File: config.mk
export PLATFORM = sky130hd
export DESIGN_NAME = csr_window_router
export DESIGN_NICKNAME = d
export VERILOG_FILES = /design/src/rtl/win_pkg.sv /design/src/rtl/win_decode.sv /design/src/rtl/win_select_regs.sv /design/src/rtl/win_ctrl.sv /design/src/rtl/csr_window_router.sv
export SDC_FILE = /design/constraint.sdc
export NUM_CORES = 1
export LEC_CHECK = 0
export BUFFER_PORTS_ARGS = -buffer_cell sky130_fd_sc_hd__buf_2
export CAP_MARGIN = 20
export CORE_AREA = 2 2 254 256
export DETAILED_ROUTE_END_ITERATION = 7
export DIE_AREA = 0 0 256 258
export PLACE_DENSITY = 0.47
export SETUP_SLACK_MARGIN = 0.05
export SYNTH_ARGS = -nofsm -noshare
export SYNTH_HDL_FRONTEND = slang
export SYNTH_SLANG_ARGS = --single-unit
File: constraint.sdc
create_clock -name clk -period 7.8 [get_ports clk]
set_clock_uncertainty 0.2 [all_clocks]
set_input_delay 0.78 -clock clk [delete_from_list [all_inputs] [get_ports clk]]
set_output_delay 0.78 -clock clk [all_outputs]
set_load 0.05 [all_outputs]
File: src/rtl/win_pkg.sv
package win_pkg;

    localparam logic [11:0] CSR_M_SEL  = 12'h350;
    localparam logic [11:0] CSR_M_WIN  = 12'h351;
    localparam logic [11:0] CSR_S_SEL  = 12'h150;
    localparam logic [11:0] CSR_S_WIN  = 12'h151;
    localparam logic [11:0] CSR_VS_SEL = 12'h250;
    localparam logic [11:0] CSR_VS_WIN = 12'h251;

    localparam int NUM_LVL = 3;

    typedef enum logic [1:0] {
        LVL_M  = 2'd0,
        LVL_S  = 2'd1,
        LVL_VS = 2'd2
    } lvl_e;

    typedef enum logic [1:0] {
        ACC_NONE = 2'd0,
        ACC_SEL  = 2'd1,
        ACC_WIN  = 2'd2
    } acc_e;

    typedef enum logic [1:0] {
        RT_FAIL = 2'd0,
        RT_PRIO = 2'd1,
        RT_FILE = 2'd2
    } route_e;

    typedef enum logic [1:0] {
        ST_IDLE      = 2'd0,
        ST_FILE_WAIT = 2'd1,
        ST_RESPOND   = 2'd2
    } state_e;

    localparam logic [1:0] CAUSE_NONE    = 2'b00;
    localparam logic [1:0] CAUSE_ILLEGAL = 2'b01;
    localparam logic [1:0] CAUSE_VIRTUAL = 2'b10;

endpackage

File: src/rtl/win_decode.sv
module win_decode
    import win_pkg::*;
#(
    parameter int          SEL_W   = 12,
    parameter int          GUEST_W = 6,
    parameter int          XLEN    = 64,
    parameter logic [11:0] PRIO_LO = 12'h030,
    parameter logic [11:0] PRIO_HI = 12'h03F,
    parameter logic [11:0] FILE_LO = 12'h070,
    parameter logic [11:0] FILE_HI = 12'h0FF
) (
    input  logic [11:0]              csr_num,
    input  logic                     virt_on,
    input  logic [NUM_LVL*SEL_W-1:0] sel_flat,
    input  logic                     file_present_m,
    input  logic                     file_present_s,
    input  logic [GUEST_W-1:0]       guest_sel,
    input  logic [GUEST_W-1:0]       guest_count,
    output acc_e                     acc,
    output lvl_e                     lvl,
    output logic [SEL_W-1:0]         index,
    output route_e                   route
);

    localparam logic ODD_FAILS = (XLEN == 64);

    logic [11:0] num_x;
    logic        in_prio;
    logic        in_file;
    logic        has_file;
    logic        guest_ok;

    // Redirect supervisor window numbers while virtualized.
    always_comb begin
        num_x = csr_num;
        if (virt_on) begin
            if (csr_num == CSR_S_SEL) begin
                num_x = CSR_VS_SEL;
            end else if (csr_num == CSR_S_WIN) begin
                num_x = CSR_VS_WIN;
            end
        end
    end

    always_comb begin
        acc = ACC_NONE;
        lvl = LVL_M;
        unique case (num_x)
            CSR_M_SEL:  begin acc = ACC_SEL; lvl = LVL_M;  end
            CSR_M_WIN:  begin acc = ACC_WIN; lvl = LVL_M;  end
            CSR_S_SEL:  begin acc = ACC_SEL; lvl = LVL_S;  end
            CSR_S_WIN:  begin acc = ACC_WIN; lvl = LVL_S;  end
            CSR_VS_SEL: begin acc = ACC_SEL; lvl = LVL_VS; end
            CSR_VS_WIN: begin acc = ACC_WIN; lvl = LVL_VS; end
            default:    begin acc = ACC_NONE; lvl = LVL_M; end
        endcase
    end

    always_comb begin
        unique case (lvl)
            LVL_S:   index = sel_flat[1*SEL_W +: SEL_W];
            LVL_VS:  index = sel_flat[2*SEL_W +: SEL_W];
            default: index = sel_flat[0 +: SEL_W];
        endcase
    end

    assign in_prio  = (index >= SEL_W'(PRIO_LO)) && (index <= SEL_W'(PRIO_HI));
    assign in_file  = (index >= SEL_W'(FILE_LO)) && (index <= SEL_W'(FILE_HI));
    assign has_file = (lvl == LVL_M) ? file_present_m : file_present_s;
    assign guest_ok = (lvl != LVL_VS) ||
                      ((guest_sel != '0) && (guest_sel <= guest_count));

    always_comb begin
        route = RT_FAIL;
        if (in_prio) begin
            if ((lvl != LVL_VS) && !(ODD_FAILS && index[0])) begin
                route = RT_PRIO;
            end
        end else if (in_file) begin
            if (has_file && guest_ok) begin
                route = RT_FILE;
            end
        end
    end

endmodule

File: src/rtl/win_select_regs.sv
module win_select_regs
    import win_pkg::*;
#(
    parameter int               SEL_W    = 12,
    parameter logic [SEL_W-1:0] SEL_MASK = '1
) (
    input  logic                     clk,
    input  logic                     rst_n,
    input  logic                     wr_en,
    input  logic [1:0]               wr_lvl,
    input  logic [SEL_W-1:0]         wdata,
    input  logic [SEL_W-1:0]         wmask,
    output logic [NUM_LVL*SEL_W-1:0] sel_flat
);

    logic [SEL_W-1:0] eff_mask;
    assign eff_mask = wmask & SEL_MASK;

    for (genvar g = 0; g < NUM_LVL; g++) begin : g_lvl
        logic [SEL_W-1:0] reg_q;

        always_ff @(posedge clk or negedge rst_n) begin
            if (!rst_n) begin
                reg_q <= '0;
            end else if (wr_en && (wr_lvl == 2'(g)) && (|eff_mask)) begin
                reg_q <= (reg_q & ~eff_mask) | (wdata & eff_mask);
            end
        end

        assign sel_flat[g*SEL_W +: SEL_W] = reg_q;
    end

endmodule

File: src/rtl/win_ctrl.sv
module win_ctrl
    import win_pkg::*;
#(
    parameter int SEL_W   = 12,
    parameter int GUEST_W = 6,
    parameter int XLEN    = 64
) (
    input  logic               clk,
    input  logic               rst_n,
    input  logic               csr_valid,
    input  acc_e               acc,
    input  lvl_e               lvl,
    input  route_e             route,
    input  logic [SEL_W-1:0]   index,
    input  logic               virt_on,
    input  logic [GUEST_W-1:0] guest_sel,
    input  logic [XLEN-1:0]    csr_wdata,
    input  logic [XLEN-1:0]    csr_wmask,
    input  logic [XLEN-1:0]    prio_rdata,
    input  logic               file_rsp_valid,
    input  logic [XLEN-1:0]    file_rsp_rdata,
    input  logic               file_rsp_err,
    output logic               sel_wr_en,
    output logic               prio_req,
    output logic               prio_we,
    output logic               file_req_valid,
    output logic [SEL_W-1:0]   file_req_index,
    output logic               file_req_level,
    output logic               file_req_virt,
    output logic [GUEST_W-1:0] file_req_guest,
    output logic [1:0]         file_req_xlen,
    output logic [XLEN-1:0]    file_req_wdata,
    output logic [XLEN-1:0]    file_req_wmask,
    output logic               done,
    output logic [XLEN-1:0]    rd_data,
    output logic               fault_strobe,
    output logic [1:0]         fault_cause
);

    localparam logic [1:0] XLEN_CODE = (XLEN == 64) ? 2'd2 : 2'd1;

    state_e state_q, state_d;

    logic               accept;
    logic               fail_now;
    logic               vfault_now;
    logic [XLEN-1:0]    rdata_q;
    logic               fault_q;
    logic [1:0]         cause_q;
    logic               vfault_q;
    logic [SEL_W-1:0]   idx_q;
    logic               lvl_s_q;
    logic               virt_q;
    logic [GUEST_W-1:0] guest_q;
    logic [XLEN-1:0]    wdata_q;
    logic [XLEN-1:0]    wmask_q;

    assign accept     = (state_q == ST_IDLE) && csr_valid;
    assign vfault_now = virt_on && (lvl == LVL_VS);
    assign fail_now   = (acc == ACC_NONE) || ((acc == ACC_WIN) && (route == RT_FAIL));

    // State register.
    always_ff @(posedge clk or negedge rst_n) begin
        if (!rst_n) begin
            state_q <= ST_IDLE;
        end else begin
            state_q <= state_d;
        end
    end

    // Next state.
    always_comb begin
        state_d = state_q;
        unique case (state_q)
            ST_IDLE: begin
                if (csr_valid) begin
                    state_d = ((acc == ACC_WIN) && (route == RT_FILE)) ? ST_FILE_WAIT : ST_RESPOND;
                end
            end
            ST_FILE_WAIT: begin
                if (file_rsp_valid) begin
                    state_d = ST_RESPOND;
                end
            end
            ST_RESPOND: state_d = ST_IDLE;
            default:    state_d = ST_IDLE;
        endcase
    end

    // Result capture.
    always_ff @(posedge clk or negedge rst_n) begin
        if (!rst_n) begin
            rdata_q  <= '0;
            fault_q  <= 1'b0;
            cause_q  <= CAUSE_NONE;
            vfault_q <= 1'b0;
            idx_q    <= '0;
            lvl_s_q  <= 1'b0;
            virt_q   <= 1'b0;
            guest_q  <= '0;
            wdata_q  <= '0;
            wmask_q  <= '0;
        end else if (accept) begin
            vfault_q <= vfault_now;
            idx_q    <= index;
            lvl_s_q  <= (lvl != LVL_M);
            virt_q   <= (lvl == LVL_VS);
            guest_q  <= (lvl == LVL_VS) ? guest_sel : '0;
            wdata_q  <= csr_wdata;
            wmask_q  <= csr_wmask;
            fault_q  <= fail_now;
            if (fail_now) begin
                rdata_q <= '0;
                cause_q <= ((acc == ACC_WIN) && vfault_now) ? CAUSE_VIRTUAL : CAUSE_ILLEGAL;
            end else begin
                cause_q <= CAUSE_NONE;
                if (acc == ACC_SEL) begin
                    rdata_q <= XLEN'(index);
                end else if (route == RT_PRIO) begin
                    rdata_q <= prio_rdata;
                end else begin
                    rdata_q <= '0;
                end
            end
        end else if ((state_q == ST_FILE_WAIT) && file_rsp_valid) begin
            fault_q <= file_rsp_err;
            rdata_q <= file_rsp_err ? '0 : file_rsp_rdata;
            if (file_rsp_err) begin
                cause_q <= vfault_q ? CAUSE_VIRTUAL : CAUSE_ILLEGAL;
            end else begin
                cause_q <= CAUSE_NONE;
            end
        end
    end

    // Outputs.
    always_comb begin
        sel_wr_en      = accept && (acc == ACC_SEL);
        prio_req       = accept && (acc == ACC_WIN) && (route == RT_PRIO);
        prio_we        = prio_req && (|csr_wmask);
        file_req_valid = (state_q == ST_FILE_WAIT);
        file_req_index = idx_q;
        file_req_level = lvl_s_q;
        file_req_virt  = virt_q;
        file_req_guest = guest_q;
        file_req_xlen  = XLEN_CODE;
        file_req_wdata = wdata_q;
        file_req_wmask = wmask_q;
        done           = (state_q == ST_RESPOND);
        rd_data        = rdata_q;
        fault_strobe   = done && fault_q;
        fault_cause    = fault_strobe ? cause_q : CAUSE_NONE;
    end

endmodule

File: src/rtl/csr_window_router.sv
module csr_window_router
    import win_pkg::*;
#(
    parameter int          XLEN     = 64,
    parameter int          SEL_W    = 12,
    parameter int          GUEST_W  = 6,
    parameter logic [11:0] SEL_MASK = 12'hFFF,
    parameter logic [11:0] PRIO_LO  = 12'h030,
    parameter logic [11:0] PRIO_HI  = 12'h03F,
    parameter logic [11:0] FILE_LO  = 12'h070,
    parameter logic [11:0] FILE_HI  = 12'h0FF
) (
    input  logic               clk,
    input  logic               rst_n,
    input  logic               csr_valid,
    input  logic [11:0]        csr_num,
    input  logic [XLEN-1:0]    csr_wdata,
    input  logic [XLEN-1:0]    csr_wmask,
    input  logic               virt_on,
    input  logic [GUEST_W-1:0] guest_sel,
    input  logic [GUEST_W-1:0] guest_count,
    input  logic               file_present_m,
    input  logic               file_present_s,
    output logic               done,
    output logic [XLEN-1:0]    rd_data,
    output logic               fault_strobe,
    output logic [1:0]         fault_cause,
    output logic               prio_req,
    output logic               prio_we,
    output logic               prio_level,
    output logic [SEL_W-1:0]   prio_index,
    output logic [XLEN-1:0]    prio_wdata,
    output logic [XLEN-1:0]    prio_wmask,
    input  logic [XLEN-1:0]    prio_rdata,
    output logic               file_req_valid,
    output logic [SEL_W-1:0]   file_req_index,
    output logic               file_req_level,
    output logic               file_req_virt,
    output logic [GUEST_W-1:0] file_req_guest,
    output logic [1:0]         file_req_xlen,
    output logic [XLEN-1:0]    file_req_wdata,
    output logic [XLEN-1:0]    file_req_wmask,
    input  logic               file_rsp_valid,
    input  logic [XLEN-1:0]    file_rsp_rdata,
    input  logic               file_rsp_err
);

    logic [NUM_LVL*SEL_W-1:0] sel_flat;
    acc_e                     acc;
    lvl_e                     lvl;
    route_e                   route;
    logic [SEL_W-1:0]         index;
    logic                     sel_wr_en;

    win_decode #(
        .SEL_W  (SEL_W),
        .GUEST_W(GUEST_W),
        .XLEN   (XLEN),
        .PRIO_LO(PRIO_LO),
        .PRIO_HI(PRIO_HI),
        .FILE_LO(FILE_LO),
        .FILE_HI(FILE_HI)
    ) u_decode (
        .csr_num       (csr_num),
        .virt_on       (virt_on),
        .sel_flat      (sel_flat),
        .file_present_m(file_present_m),
        .file_present_s(file_present_s),
        .guest_sel     (guest_sel),
        .guest_count   (guest_count),
        .acc           (acc),
        .lvl           (lvl),
        .index         (index),
        .route         (route)
    );

    win_select_regs #(
        .SEL_W   (SEL_W),
        .SEL_MASK(SEL_W'(SEL_MASK))
    ) u_regs (
        .clk     (clk),
        .rst_n   (rst_n),
        .wr_en   (sel_wr_en),
        .wr_lvl  (lvl),
        .wdata   (csr_wdata[SEL_W-1:0]),
        .wmask   (csr_wmask[SEL_W-1:0]),
        .sel_flat(sel_flat)
    );

    win_ctrl #(
        .SEL_W  (SEL_W),
        .GUEST_W(GUEST_W),
        .XLEN   (XLEN)
    ) u_ctrl (
        .clk           (clk),
        .rst_n         (rst_n),
        .csr_valid     (csr_valid),
        .acc           (acc),
        .lvl           (lvl),
        .route         (route),
        .index         (index),
        .virt_on       (virt_on),
        .guest_sel     (guest_sel),
        .csr_wdata     (csr_wdata),
        .csr_wmask     (csr_wmask),
        .prio_rdata    (prio_rdata),
        .file_rsp_valid(file_rsp_valid),
        .file_rsp_rdata(file_rsp_rdata),
        .file_rsp_err  (file_rsp_err),
        .sel_wr_en     (sel_wr_en),
        .prio_req      (prio_req),
        .prio_we       (prio_we),
        .file_req_valid(file_req_valid),
        .file_req_index(file_req_index),
        .file_req_level(file_req_level),
        .file_req_virt (file_req_virt),
        .file_req_guest(file_req_guest),
        .file_req_xlen (file_req_xlen),
        .file_req_wdata(file_req_wdata),
        .file_req_wmask(file_req_wmask),
        .done          (done),
        .rd_data       (rd_data),
        .fault_strobe  (fault_strobe),
        .fault_cause   (fault_cause)
    );

    assign prio_level = (lvl == LVL_S);
    assign prio_index = index;
    assign prio_wdata = csr_wdata;
    assign prio_wmask = csr_wmask;

endmodule

[After elaboration in Yosys (flattened, before gate mapping)]
Index checks and enable logic that the tools add are counted.
Storage, ports and cells
  logic and storage cells: 116
  register bits: 254
  bits of input ports: 288
Cells by class
  muxes and demuxes: 31
  bitwise gates (word level): 8
  $lt $le $gt $ge: 5
  eq/ne operators: 19
  reduce and logical (&&, ||, !) cells: 39
Operators with widths (number)
  64-bit 2-to-1 mux: 6
  64-bit OR reduction: 1
  12-bit AND: 4
  12-bit by 10-bit == test with 1-bit output (second input constant): 4
  12-bit by 9-bit == test with 1-bit output (second input constant): 4
  12-bit 2-to-1 mux: 3
  12-bit bitwise OR: 3
  2-bit 2-to-1 mux: 13
  12-bit case mux with 2 select lines: 1
  1-bit logical AND: 22
  12-bit by 6-bit greater-or-equal comparator with 1-bit output (second input constant): 1
  12-bit by 7-bit greater-or-equal comparator with 1-bit output (second input constant): 1
  12-bit by 6-bit less-or-equal comparator with 1-bit output (second input constant): 1
  12-bit by 8-bit less-or-equal comparator with 1-bit output (second input constant): 1
  12-bit inverter: 1
  2-bit case mux with 2 select lines: 3
  12-bit OR reduction: 1
  2-bit by 1-bit == test with 1-bit output (second input constant): 4
  2-bit == test (second input constant): 4
  2-bit logical NOT: 4
  6-bit less-or-equal comparator: 1
  6-bit 2-to-1 mux: 1
  6-bit nonzero test: 1
  3-bit OR reduction: 2
  other kinds (8): 15

[Longest topological paths before layout]
Gate-level depths: netlist of the first run.
  depth in word-level cells: 18
  mapped depth: 13
  gate-level depth less buffers: 11

[Modules after synthesis]
A second synthesis of the first run with hierarchy kept.
Unflattened totals
  cell total of the unflattened synthesis: 1360
  area, all modules: 12519.5 um^2
Modules (own cells, without submodules)
  win_ctrl: sequential area each 5455.2 um^2, times used 1, area each 9168.8 um^2, cells an instance 1021
  win_select_regs: sequential area each 900.9 um^2, times used 1, area each 1771.7 um^2, cells an instance 118
  csr_window_router: sequential area each 0.0 um^2, times used 1, area each 974.7 um^2, cells an instance 129
  win_decode: sequential area each 0.0 um^2, times used 1, area each 604.3 um^2, cells an instance 92

[Worst setup path before layout of the first run]
No wires, ideal clock.
  kind: in2out
  start: input csr_num[2]
  end: output prio_we
  arrival time: 4.589 ns
  data required time: 6.820 ns
  stages on the path: 12
  slack: 2.231 ns
  cell sequence: nor3b_2 nand4_1 or3_1 inv_1 ha_1 buf_4 a22oi_2 a21oi_2 nand4b_2 nor4_4 buf_6 a21boi_2
On the way
  word-level cells in the longest chain between the ends: 16
Ends and longest elaborated chain
  start, declared: line csr_window_router.sv:16  | input logic [11:0] csr_num,
  12-bit by 9-bit == test with 1-bit output: line win_decode.sv:39  | end else if (csr_num == CSR_S_WIN) begin
  12-bit 2-to-1 mux: line win_decode.sv:39
  12-bit 2-to-1 mux: line win_decode.sv:37  | if (csr_num == CSR_S_SEL) begin
  12-bit 2-to-1 mux (*): line win_decode.sv:36  | if (virt_on) begin
  12-bit by 10-bit == test with 1-bit output / 12-bit by 9-bit == test with 1-bit output (equally long branches): line win_decode.sv:48  | unique case (num_x)
  2-bit OR reduction (no source line)
  2-bit case mux with 2 select lines (*): line win_decode.sv:48
  2-bit by 1-bit == test with 1-bit output (*)
  named net prio_level: line csr_window_router.sv:30  | output logic prio_level,
  [1 not listed]
  named net prio_index[5]: line csr_window_router.sv:31  | output logic [SEL_W-1:0] prio_index,
  12-bit by 7-bit greater-or-equal comparator with 1-bit output / 12-bit by 8-bit less-or-equal comparator with 1-bit output (equally long branches): line win_decode.sv:68  | assign in_file = (index >= SEL_W'(FILE_LO)) && (index <= SEL_W'(FILE_HI));
  1-bit logical AND: line win_decode.sv:68
  2-bit 2-to-1 mux: line win_decode.sv:79  | end else if (in_file) begin
  2-bit 2-to-1 mux (*): line win_decode.sv:75  | if (in_prio) begin
  2-bit by 1-bit == test with 1-bit output (*): line win_ctrl.sv:139  | prio_req = accept && (acc == ACC_WIN) && (route == RT_PRIO);
  1-bit logical AND (*): line win_ctrl.sv:139
  named net prio_req: line csr_window_router.sv:28  | output logic prio_req,
  1-bit logical AND (*): line win_ctrl.sv:140  | prio_we = prio_req && (|csr_wmask);
  end, declared: line csr_window_router.sv:29  | output logic prio_we,
The timed path passes the listed nets; every way through them passes the cells marked *.

[Worst setup path after layout of the first run]
  start: input csr_num[2]
  end: output prio_we
On the way
  word-level cells in the longest chain between the ends: 16
Ends and longest elaborated chain
  12-bit by 9-bit == test with 1-bit output: line win_decode.sv:39
  12-bit 2-to-1 mux: line win_decode.sv:39
  12-bit 2-to-1 mux: line win_decode.sv:37
  12-bit 2-to-1 mux (*): line win_decode.sv:36
  12-bit by 10-bit == test with 1-bit output / 12-bit by 9-bit == test with 1-bit output (equally long branches): line win_decode.sv:48
  2-bit OR reduction (no source line)
  2-bit case mux with 2 select lines: line win_decode.sv:48
  2-bit == test, or another cell as far along: line win_decode.sv:60  | unique case (lvl)
  12-bit case mux with 2 select lines, or another cell as far along: line win_decode.sv:60
  12-bit by 7-bit greater-or-equal comparator with 1-bit output, or another cell as far along: line win_decode.sv:68
  1-bit logical AND, or another cell as far along: line win_decode.sv:68
  2-bit 2-to-1 mux / 1-bit 2-to-1 mux (equally long branches): line win_decode.sv:79, win_decode.sv:76
  2-bit 2-to-1 mux: line win_decode.sv:75
  2-bit by 1-bit == test with 1-bit output: line win_ctrl.sv:139
  1-bit logical AND (*): line win_ctrl.sv:139
  1-bit logical AND (*): line win_ctrl.sv:140
Every way passes the cells marked *; elsewhere a longest branch is shown, timed or not.

==> metrics.txt, run 1 <==
die footprint approximately 66000 sq um; largest family of logic cells by synthesized area simple AND/OR/NAND/NOR gates; wire per inst 18.49 microns; CTS-repair resized insts 0; # setup viols final 0; critical path's most frequent cell buf_2; Post-Syn Nets 1609; antenna violations before repair 11; clock-pin slew of the registers on the worst-case setup and hold paths approximately 0.06 ns; sw frac 38.84%; Synth Area in Compound Gates 11.41%; internal power 0.002674 W; Adder-Cell Fraction of Synth Area less than 1%; Die Ht 258 microns; period utilization 75.19%; met3 GRT Util 4.201%; number of port buffers 647; met2 Use GR 23.91%; row cnt 93; most common cell after layout, fill and taps aside buf_2; Setup Fix Bufs, Post-CTS 0; DP HPWL 37800 microns; number of global-route vias before repair approximately 11000; r2r setup slk roughly 4.5 ns; CTS Root Cell clkbuf_16; failing checks negative hold slack; setup TNS 0 ns; DRT iter0 DRCs 747; final slew viol count 0; largest net degree at the start of global routing 120; TritonCTS clock tree yes; GR met1 Demand/Resource 18.91%; post-synthesis sequential area ratio around half; Synthesis Warnings 0; Hold-fix buffers, CTS 0; CP Max Fanout 27; unrepaired setup endpoints after global routing no; via count about 11000; P&R area growth vs syn 34.69%; reg-to-reg critical path startpoint u_ctrl.state_q[0]; starting density of the core roughly a fifth; share of flip-flops with an asynchronous set or reset 100.0%; Primary FF master, synth dfrtp_1; first-pass GRT wire length 72930 microns; simple-gate area share of the yosys netlist 21.91%; I/O pins 650; net switching power 0.001698 W; CP arrival 4.88 ns; status complete, but fails checks; most crowded layer after global routing met2; worst-margin pin slew 1.108 ns; number of enable flip-flop cells after synthesis 0; min cycle time layout 5.865 ns; number of vias per cell 4.159; VDD IR max 107.8 uV; worst path cell trace buf_2 > nor3b_2 > nand4_1 > or3_1 > ha_1 > mux2i_1 > nand4_4 > nor4_4 > buf_4 > a21boi_2 > buf_2; Post-Route WL 49790 microns; H-tree depth 2; Pleak 8.925 nW; post-synthesis mux area share 3.751%; layout cells sized above 1 a little under half; Crit-path slowest cell ha_1; Skew-Pair Late Insertion Delay 0.54 ns; Clk pwr share a little over a third; Max Cap Viol 0; Post-Synth XOR/XNOR Area 0%; NumNets Final 2110; # clock sinks around 250; drt first pass iters 5; Final Hold Fails 5; Reg2Reg Depth 8; crit path launch type primary input; CP required 6.82 ns; crit end category output pin; P per Cell Area approximately 260 nW/um^2; Total Routing Usage GR approximately 15%; sequential power share a little over a third; syn avg cell area 9.509 sq um; Comb pwr share ~29%; Slew HR roughly a quarter; Yosys cell types 56; Max Freq about 170 MHz; post-route ant nets 0; final hold slack -0.01858 ns; Gate Count Post-Synth 1312; Max Root-Sink Buffers 3; Min-Delay Path Class in -> async; most frequent cells in the layout 646 x buf_2, 465 x nand2_1, 254 x dfrtp_1; Worst path max stage delay 0.86 ns; total gr overflow 0; Residual DRC 0; CTS Buf Count 34; Crit Path Category in -> out; flops & latches, synth around 250; CORE AREA between 60000 and 70000 sq um; Worst R2R End u_ctrl.rd_data[2]; routability cong. roughly 0.91; Die Wd 256 microns; Syn Std Cell Area 12480 sq um
[Yosys cell counts (all sizes together), types with 2 or more instances]
library cell | n | area [sq um]
nor2b | 4 | 25.02
a21oi | 11 | 70.06
clkbuf | 40 | 150.1
dfrtp | 254 | 6356
buf | 158 | 1152
conb | 2 | 7.510
and3 | 3 | 18.77
nand3 | 7 | 35.03
and2 | 4 | 25.02
inv | 19 | 71.32
mux2 | 36 | 405.4
o21ai | 28 | 140.1
nand2 | 467 | 1753
a22o | 4 | 35.03
o31a | 2 | 17.52
nand4b | 2 | 23.77
o31ai | 3 | 22.52
a221oi | 52 | 755.7
a22oi | 33 | 252.7
nor2 | 118 | 563.0
nor4 | 21 | 161.4
nor3b | 2 | 20.02
o21bai | 2 | 15.01
nor3 | 2 | 10.01
nand4 | 8 | 65.06
mux2i | 5 | 62.56
ha | 9 | 112.6
nand2b | 2 | 12.51
[power groups by stage]
stage,clock network [W],registers (W),logic [W]
floorplan,0,0.00206,0.000400
global placement,0,0.00155,0.00126
detailed placement,0,0.00156,0.00126
CTS,0.00165,0.00154,0.00127
global route,0.00170,0.00156,0.00132
finish,0.00158,0.00154,0.00125
[final cells by class]
| class | count | area (sq um) |
|---|---|---|
| flip-flops and latches | 254 | 6356 |
| clock inverters | 16 | 166.4 |
| inverters | 19 | 71.32 |
| repair buffers | 663 | 3393 |
| multi-input cells | 841 | 4786 |
| fillers | 6979 | 46850 |
| diodes | 1 | 2.502 |
| clock buffers | 44 | 958.4 |
| well taps | 855 | 1070 |
[layer usage]
| metal | vias up | wire, microns |
|---|---|---|
| met5 | - | 66 |
| met4 | 10 | 849 |
| met3 | 60 | 3693 |
| met2 | 462 | 23610 |
| met1 | 5429 | 21580 |
| li1 | 5238 | - |
[cell families after synthesis]
kind of cell	Yosys count
other cells	2
fa+ha+maj	9
mux	41
compound gates	147
simple gates	642
flops	254
buf+inv	217
[worst max-delay path, delay by kind of cell]
family | cells | cell delay, ns
AO/OA/AOI/OAI | 1 | 0.24
adder cells (fa/ha/maj) | 1 | 0.86
buffers and inverters | 3 | 0.86
multiplexers | 1 | 0.48
AND/OR/NAND/NOR | 5 | 1.61
[stage by stage]
stage          total power, W  instance area, sq um  setup WS, ns  std cells  utilization [%]
6_report             0.004371                 16800         1.935       2693            26.40
3_5_place_dp         0.002821                 15650         1.931       2630            24.59
2_1_floorplan        0.002456                 12480         2.231       1312                -
3_3_place_gp         0.002813                 15650         2.070       2630            24.59
4_1_cts              0.004452                 16770         1.921       2690            26.35
5_1_grt              0.004580                 16800         1.636       2692            26.40
[worst max-delay path by stage]
stage           startpoint  endpoint  depth (start not counted)
2_1_floorplan   csr_num[2]   prio_we                         12
3_3_place_gp   csr_num[11]   prio_we                         11
3_5_place_dp    csr_num[2]   prio_we                         11
4_1_cts         csr_num[2]   prio_we                         11
5_1_grt         csr_num[2]   prio_we                         11
6_report        csr_num[2]   prio_we                         11
No activity file was read; power rests on OpenSTA's default activity.
==> inputs of run 2 (changes only) <==
--- a/config.mk
+++ b/config.mk
@@ -5,12 +5,13 @@
 export SDC_FILE = /design/constraint.sdc
 export NUM_CORES = 1
 export LEC_CHECK = 0
+export ABC_AREA = 1
 export BUFFER_PORTS_ARGS = -buffer_cell sky130_fd_sc_hd__buf_2
 export CAP_MARGIN = 20
-export CORE_AREA = 2 2 254 256
+export CORE_AREA = 2 2 256 258
 export DETAILED_ROUTE_END_ITERATION = 7
-export DIE_AREA = 0 0 256 258
-export PLACE_DENSITY = 0.47
+export DIE_AREA = 0 0 258 260
+export PLACE_DENSITY = 0.49
 export SETUP_SLACK_MARGIN = 0.05
 export SYNTH_ARGS = -nofsm -noshare
 export SYNTH_HDL_FRONTEND = slang
==> constraint.sdc (replaced) <==
create_clock -name clk -period 5.2 [get_ports clk]
set_clock_uncertainty 0.2 [all_clocks]
set_input_delay 0.52 -clock clk [delete_from_list [all_inputs] [get_ports clk]]
set_output_delay 0.52 -clock clk [all_outputs]
set_load 0.05 [all_outputs]
==> run 2 against run 1 <==
  * The flow now finishes without violations
  * Die area rose by 1.6%
  * Clock power rose by 47%
  * Global-route usage rose by 0.62 points
  * Combinational power rose by 57%
  * Largest cell class unchanged
==> metrics.txt, run 2 <==
status completed; CP arrival 3.74 ns (-1.14 ns); antenna violations before repair 14 (+3); total gr overflow 0 (unchanged); crit path launch type primary input; die footprint 67080 sq um (+1.6%); Yosys cell types 34 (-39%); Die Wd 258 microns (+0.78%); Max Cap Viol 0 (unchanged); clock-pin slew of the registers on the worst-case setup and hold paths 0.05 ns (about the same); Slew HR 37.75% (+12 points); P per Cell Area 378.3 nW/um^2 (+45%); most common cell after layout, fill and taps aside buf_2; DRT iter0 DRCs 768 (+2.8%); number of port buffers 647 (unchanged); biggest area consumer among synthesized cells dfrtp_1; worst-margin pin slew 0.9286 ns (-0.1792 ns); Crit-path slowest cell ha_1; Max Freq 224.0 MHz; final instance area 17490 sq um (+4.1%); Placed Area 15790 sq um (+0.90%); Synth Area in Compound Gates 11.15% (-0.26 points); CTS-repair resized insts 0 (unchanged); CTS Root Cell clkbuf_16; CORE AREA 64120 sq um (+0.73%); Setup Fix Bufs, Post-CTS 0 (unchanged); Max Root-Sink Buffers 3 (unchanged); CP required 4.48 ns (-2.34 ns); number of global-route vias before repair 12650 (+14%); ranking of synthesized cells by area dfrtp_1 50%, nand2_1 11%, buf_4 7.9%, a21oi_1 5.4%, nor2_1 4.1%; syn avg cell area 8.287 sq um (-13%); Synthesis Warnings 0 (unchanged); Synth top area share 50.39% (-0.56 points); cell count after placement 2834 (+7.8%); routability cong. 0.9264 (+2.3%); Pleak 9.165 nW (+2.7%); worst path cell trace buf_2 > nor2_1 > inv_1 > nor2_1 > nand3_1 > nand2_1 > inv_1 > nor2_1 > nand3_1 > ha_1 > inv_2 > nand2_1 > nand2_2 > nor2_4 > nand3_2 > nor3_4 > inv_1 > a41oi_2 > buf_2; Crit Path Category in -> out; flops & latches, synth 254 (unchanged); post-synthesis mux area share 0.8729% (-2.9 points); Layout Cells excl Fill 2956 (+9.8%); Total Routing Usage GR 15.16% (+0.62 points); share of flip-flops with an asynchronous set or reset 100.0% (unchanged); Final Hold Fails 0 (-5); post-synthesis sequential area ratio 50.39% (-0.56 points); H-tree depth 2 (unchanged); Gate Count Post-Synth 1522 (+16%); NumNets Final 2375 (+13%); P&R area growth vs syn 38.68%; period utilization a little under nine tenths; Post-Synth XOR/XNOR Area 0% (unchanged); Adder-Cell Fraction of Synth Area 0.8928% (-0.0098 points); crit end category output pin; most frequent cells in the layout 646 x buf_2, 370 x nand2_1, 254 x dfrtp_1; Commonest cells post-synth 372 x nand2_1, 254 x dfrtp_1, 139 x nor2_1; Syn Std Cell Area 12610 sq um (+1.1%); post-route ant nets 0 (unchanged); Primary FF master, synth dfrtp_1; starting density of the core 19.67% (+0.072 points); # clock sinks 254 (unchanged); unrepaired setup endpoints after global routing no; final slew viol count 0 (unchanged); CP Max Fanout 14 (-48%); DP HPWL 40740 microns (+7.8%); Min-Delay Path Class in -> reg; simple-gate area share of the yosys netlist 22.19% (+0.28 points); number of vias per cell 4.193 (+0.82%); TritonCTS clock tree yes; fin util 27.28% (+0.88 points); Buf/Inv on CP 6 (+3); largest net degree at the start of global routing 128 (+6.7%); min cycle time layout about 4.5 ns; Post-Syn Nets 1819 (+13%); CTS Buf Count 35 (+2.9%); drt first pass iters 7 (+2); first-pass GRT wire length 77040 microns (+5.6%); # setup viols final 0 (unchanged); via count 12390 (+11%); Post-Route WL 53250 microns (+7.0%); I/O pins 650 (unchanged); row cnt 93 (unchanged); wire per inst 18.02 microns (-2.6%); Skew-Pair Late Insertion Delay 0.54 ns (about the same); largest family of logic cells by synthesized area simple AND/OR/NAND/NOR gates; Die Ht 260 microns (+0.78%); VDD IR max 218.7 uV (+100%); CP delay by family, top simple AND/OR/NAND/NOR gates; layout cells sized above 1 36.62% (-10 points); number of enable flip-flop cells after synthesis 0 (unchanged); Worst path max stage delay 0.69 ns (-0.17 ns); setup TNS 0 ns (unchanged); Hold-fix buffers, CTS 62 (+62); top-count cell post-synth nand2_1; Residual DRC 0 (unchanged)
run 2: cells by family after synthesis:
group / Yosys count
DFF: 254
and+or+nand+nor: 647
adders and majority gates: 9
AOI/OAI and AO/OA: 261
muxes: 11
other: 2
buffers and inverters: 338
run 2: power breakdown:
| group | leakage, nW | internal (W) | total [W] | switching [W] |
|---|---|---|---|---|
| clock network | 0.534 | 0.00138 | 0.00233 | 0.000949 |
| logic | 5.53 | 0.000433 | 0.00196 | 0.00153 |
| registers | 3.10 | 0.00221 | 0.00233 | 0.000123 |
run 2: worst register-to-register path: cells and delay by family (launching register included):
kind | cells | cell delay, ns
mux | 1 | 0.23
simple gates | 5 | 1.68
buf+inv | 1 | 0.34
flops | 1 | 0.40
run 2: final cells by class:
cell class / instances / area (sq um)
antenna: 1 / 2.502
clock buffer: 44 / 939.7
clock inverter: 15 / 140.1
fill: 6979 / 46620
inverter: 130 / 489.2
multi-input combinational: 930 / 4453
sequential: 254 / 6356
tap: 855 / 1070
timing repair buffer: 727 / 4041
run 2: metal layers:
| layer | part of all wire (%) | track usage, % | up-vias |
|---|---|---|---|
| met5 | 0.11 | 0 | - |
| met4 | 2.9 | 5.010 | 8 |
| met3 | 9.5 | 5.409 | 85 |
| met2 | 49 | 26.64 | 584 |
| met1 | 38 | 17.04 | 5869 |
| li1 | - | - | 5848 |
run 2: path summary, 6_finish.rpt:
| kind | depth (start not counted) | from | end | slack, ns |
|---|---|---|---|---|
| setup / recovery | 19 | csr_num[11] | prio_we | 0.74 |
| hold / removal | 3 | csr_wmask[32] | u_ctrl.file_req_wmask[32] | 0.04 |
| setup reg to reg | 7 | u_ctrl.state_q[1] | register | 2.28 |
| hold reg to reg | 2 | u_ctrl.file_req_wdata[15] | u_ctrl.file_req_wdata[15] | 0.27 |
| max in group asynchronous | 3 | rst_n | u_ctrl.file_req_index[9] | 3.53 |
| min in group asynchronous | 2 | rst_n | u_ctrl.rd_data[16] | 0.22 |
run 2: metrics by stage:
stage / power [W] / hold slack, ns / setup slack [ns]
6_report: 0.006618 / 0.04208 / 0.7354
5_1_grt: 0.006940 / 0.01469 / 0.3250
4_1_cts: 0.006750 / 0.0002402 / 0.6836
3_5_place_dp: 0.004297 / 0.1609 / 0.6882
3_3_place_gp: 0.004282 / 0.1651 / 0.7285
2_1_floorplan: 0.003735 / 0.02441 / 0.8854
==> inputs of run 3 (changes only) <==
--- a/config.mk
+++ b/config.mk
@@ -11,7 +11,7 @@
 export CORE_AREA = 2 2 256 258
 export DETAILED_ROUTE_END_ITERATION = 7
 export DIE_AREA = 0 0 258 260
-export PLACE_DENSITY = 0.49
+export PLACE_DENSITY = 0.47
 export SETUP_SLACK_MARGIN = 0.05
 export SYNTH_ARGS = -nofsm -noshare
 export SYNTH_HDL_FRONTEND = slang
==> constraint.sdc (replaced) <==
create_clock -name clk -period 4.23 [get_ports clk]
set_clock_uncertainty 0.2 [all_clocks]
set_input_delay 0.423 -clock clk [delete_from_list [all_inputs] [get_ports clk]]
set_output_delay 0.423 -clock clk [all_outputs]
set_load 0.05 [all_outputs]
==> run 3 against run 2 <==
  * Global-route usage grew 0.91 points
  * Count of clock-buffer cells in the layout shrank 3
  * First-iteration DRC count shrank 8.5%
  * Clock power grew 47%
  * Power grew 34%
  * Register-to-register slack lost 1.3 ns
  * Highest routed layer unchanged
  * Sequential power grew 23%
  * Critical endpoint unchanged
  * Flip-flop and latch count is the same
  * Via count grew 5.9%
==> metrics.txt, run 3 (synthesis gave the netlist of run 2 again) <==
unrepaired setup endpoints after global routing no; P per Cell Area 458.4 nW/um^2 (+21%); die footprint 67080 sq um (unchanged); H-tree depth 2 (unchanged); Final Hold Fails 0 (unchanged); r2r setup slk 0.95 ns (-1.33 ns); DRT iter0 DRCs 703 (-8.5%); most common cell after layout, fill and taps aside buf_2; VDD IR max 292.5 uV (+34%); Min-Delay Path Class in -> reg; P&R area growth vs syn 53.84%; Post-Route WL 56430 microns (+6.0%); CP arrival 3.28 ns (-0.46 ns); Die Wd 258 microns (unchanged); antenna violations before repair 15 (+1); drt first pass iters 5 (-2); I/O pins 650 (unchanged); CP required 3.61 ns (-0.87 ns); number of port buffers 647 (unchanged); setup TNS 0 ns (unchanged); worst-margin pin slew 0.9849 ns (+0.05629 ns); Total Routing Usage GR 16.07% (+0.91 points); fin util 30.27% (+3.0 points); Max Cap Viol 0 (unchanged); Max Root-Sink Buffers 3 (unchanged); DP HPWL 42060 microns (+3.2%); final instance area 19400 sq um (+11%); routability cong. 0.9495 (+2.5%); total gr overflow 0 (unchanged); TritonCTS clock tree yes; number of global-route vias before repair 13410 (+6.0%); layout cells sized above 1 34.45% (-2.2 points); Slew HR 34.34% (-3.4 points); # setup viols final 0 (unchanged); largest net degree at the start of global routing 84 (-34%); period utilization 92.28%; CTS Buf Count 34 (-2.9%); Max Freq 256.2 MHz; number of vias per cell 4.198 (+0.11%); Placed Area 15870 sq um (+0.48%); row cnt 93 (unchanged); most frequent cells in the layout 646 x buf_2, 370 x nand2_1, 254 x dfrtp_1; Skew-Pair Late Insertion Delay 0.54 ns (about the same); crit path launch type primary input; clock-pin slew of the registers on the worst-case setup and hold paths 0.06 ns (about the same); Crit Path Category in -> out; Hold Startpoint csr_wmask[51]; wire per inst 18.05 microns (+0.17%); Setup Fix Bufs, Post-CTS 0 (unchanged); Die Ht 260 microns (unchanged); CTS Root Cell clkbuf_16; starting density of the core 19.67% (unchanged); via count 13130 (+5.9%); reg-to-reg critical path startpoint u_ctrl.state_q[1]; CP Max Fanout 9 (-5); min cycle time layout just under 4 ns; Worst Setup SP csr_num[11]; Pleak 9.990 nW (+9.0%); post-route ant nets 0 (unchanged); Residual DRC 0 (unchanged); # clock sinks 254 (unchanged); NumNets Final 2544 (+7.1%); CORE AREA 64120 sq um (unchanged); status completed; crit end category output pin; first-pass GRT wire length 82070 microns (+6.5%); final slew viol count 0 (unchanged)
-- run 3: cell count changes in the layout (fill, tap and decap cells not counted), sizes merged --
| cell | change |
|---|---|
| dlygate4sd3 | +160 |
| buf | +10 |
| bufinv | +9 |
| clkinv | -6 |
| clkbuf | -3 |
| diode | +1 |
-- run 3: layout make-up --
cell class | instances | area [sq um]
Antenna cell | 2 | 5.005
Inverter | 130 | 490.5
Timing Repair Buffer | 897 | 5722
Clock buffer | 41 | 918.4
Clock inverter | 18 | 387.9
Tap cell | 855 | 1070
Fill cell | 6845 | 44710
Multi-Input combinational cell | 930 | 4456
Sequential cell | 254 | 6356
-- run 3: where the power goes --
| group | internal [W] | switching [W] | total, W |
|---|---|---|---|
| registers | 0.00271 | 0.000155 | 0.00287 |
| logic | 0.000686 | 0.00192 | 0.00261 |
| clock network | 0.00223 | 0.00119 | 0.00342 |
-- run 3: what timing repair did --
action / in CTS / in global routing
resized for setup: 0 / 2
hold buffers: 222 / 0
endpoints found under the setup margin: 0 / 41
hold endpoints to repair: 253 / 0
-- run 3: layer usage --
metal	share of wire [%]	track usage [%]	up-vias
met1	39	18.38	6202
met2	48	27.82	594
met5	0.18	0	-
met3	9.0	5.682	117
met4	3.1	5.427	18
li1	-	-	6195
-- run 3: metrics by stage --
step / instances / total power (W) / hold slack (ns) / worst slack, ns
floorplan: 1522 / 0.004592 / -0.07259 / 0.1094
global placement: 2844 / 0.005292 / 0.2577 / 0.1869
detailed placement: 2844 / 0.005300 / 0.2596 / 0.1584
CTS: 3125 / 0.009039 / 0.001484 / 0.2783
global route: 3125 / 0.009311 / 0.01247 / 0.07796
finish: 3127 / 0.008895 / 0.02417 / 0.3265
-- run 3: path summary, 6_finish.rpt --
kind                                                  end  cells after the start
worst min-delay path            u_ctrl.file_req_wmask[51]                      3
worst max register to register         u_ctrl.rd_data[61]                      8
min in group asynchronous              u_ctrl.rd_data[22]                      2
worst min register to register  u_ctrl.file_req_wdata[41]                      2
max in group asynchronous              u_ctrl.rd_data[26]                      3
worst max-delay path                              prio_we                     20
-- run 3: critical path: stages --
cell	delay [ns]
buf_2	0.09
nor2_1	0.17
inv_1	0.08
nor2_1	0.13
nand3_1	0.11
nand2_1	0.07
inv_1	0.05
nor2_1	0.09
nand3_1	0.17
ha_2	0.46
buf_4	0.20
nand3_2	0.09
nand2_2	0.08
nand2_1	0.08
nor2_4	0.12
nand3_2	0.13
nor3_4	0.16
inv_1	0.09
a41oi_2	0.17
buf_2	0.30
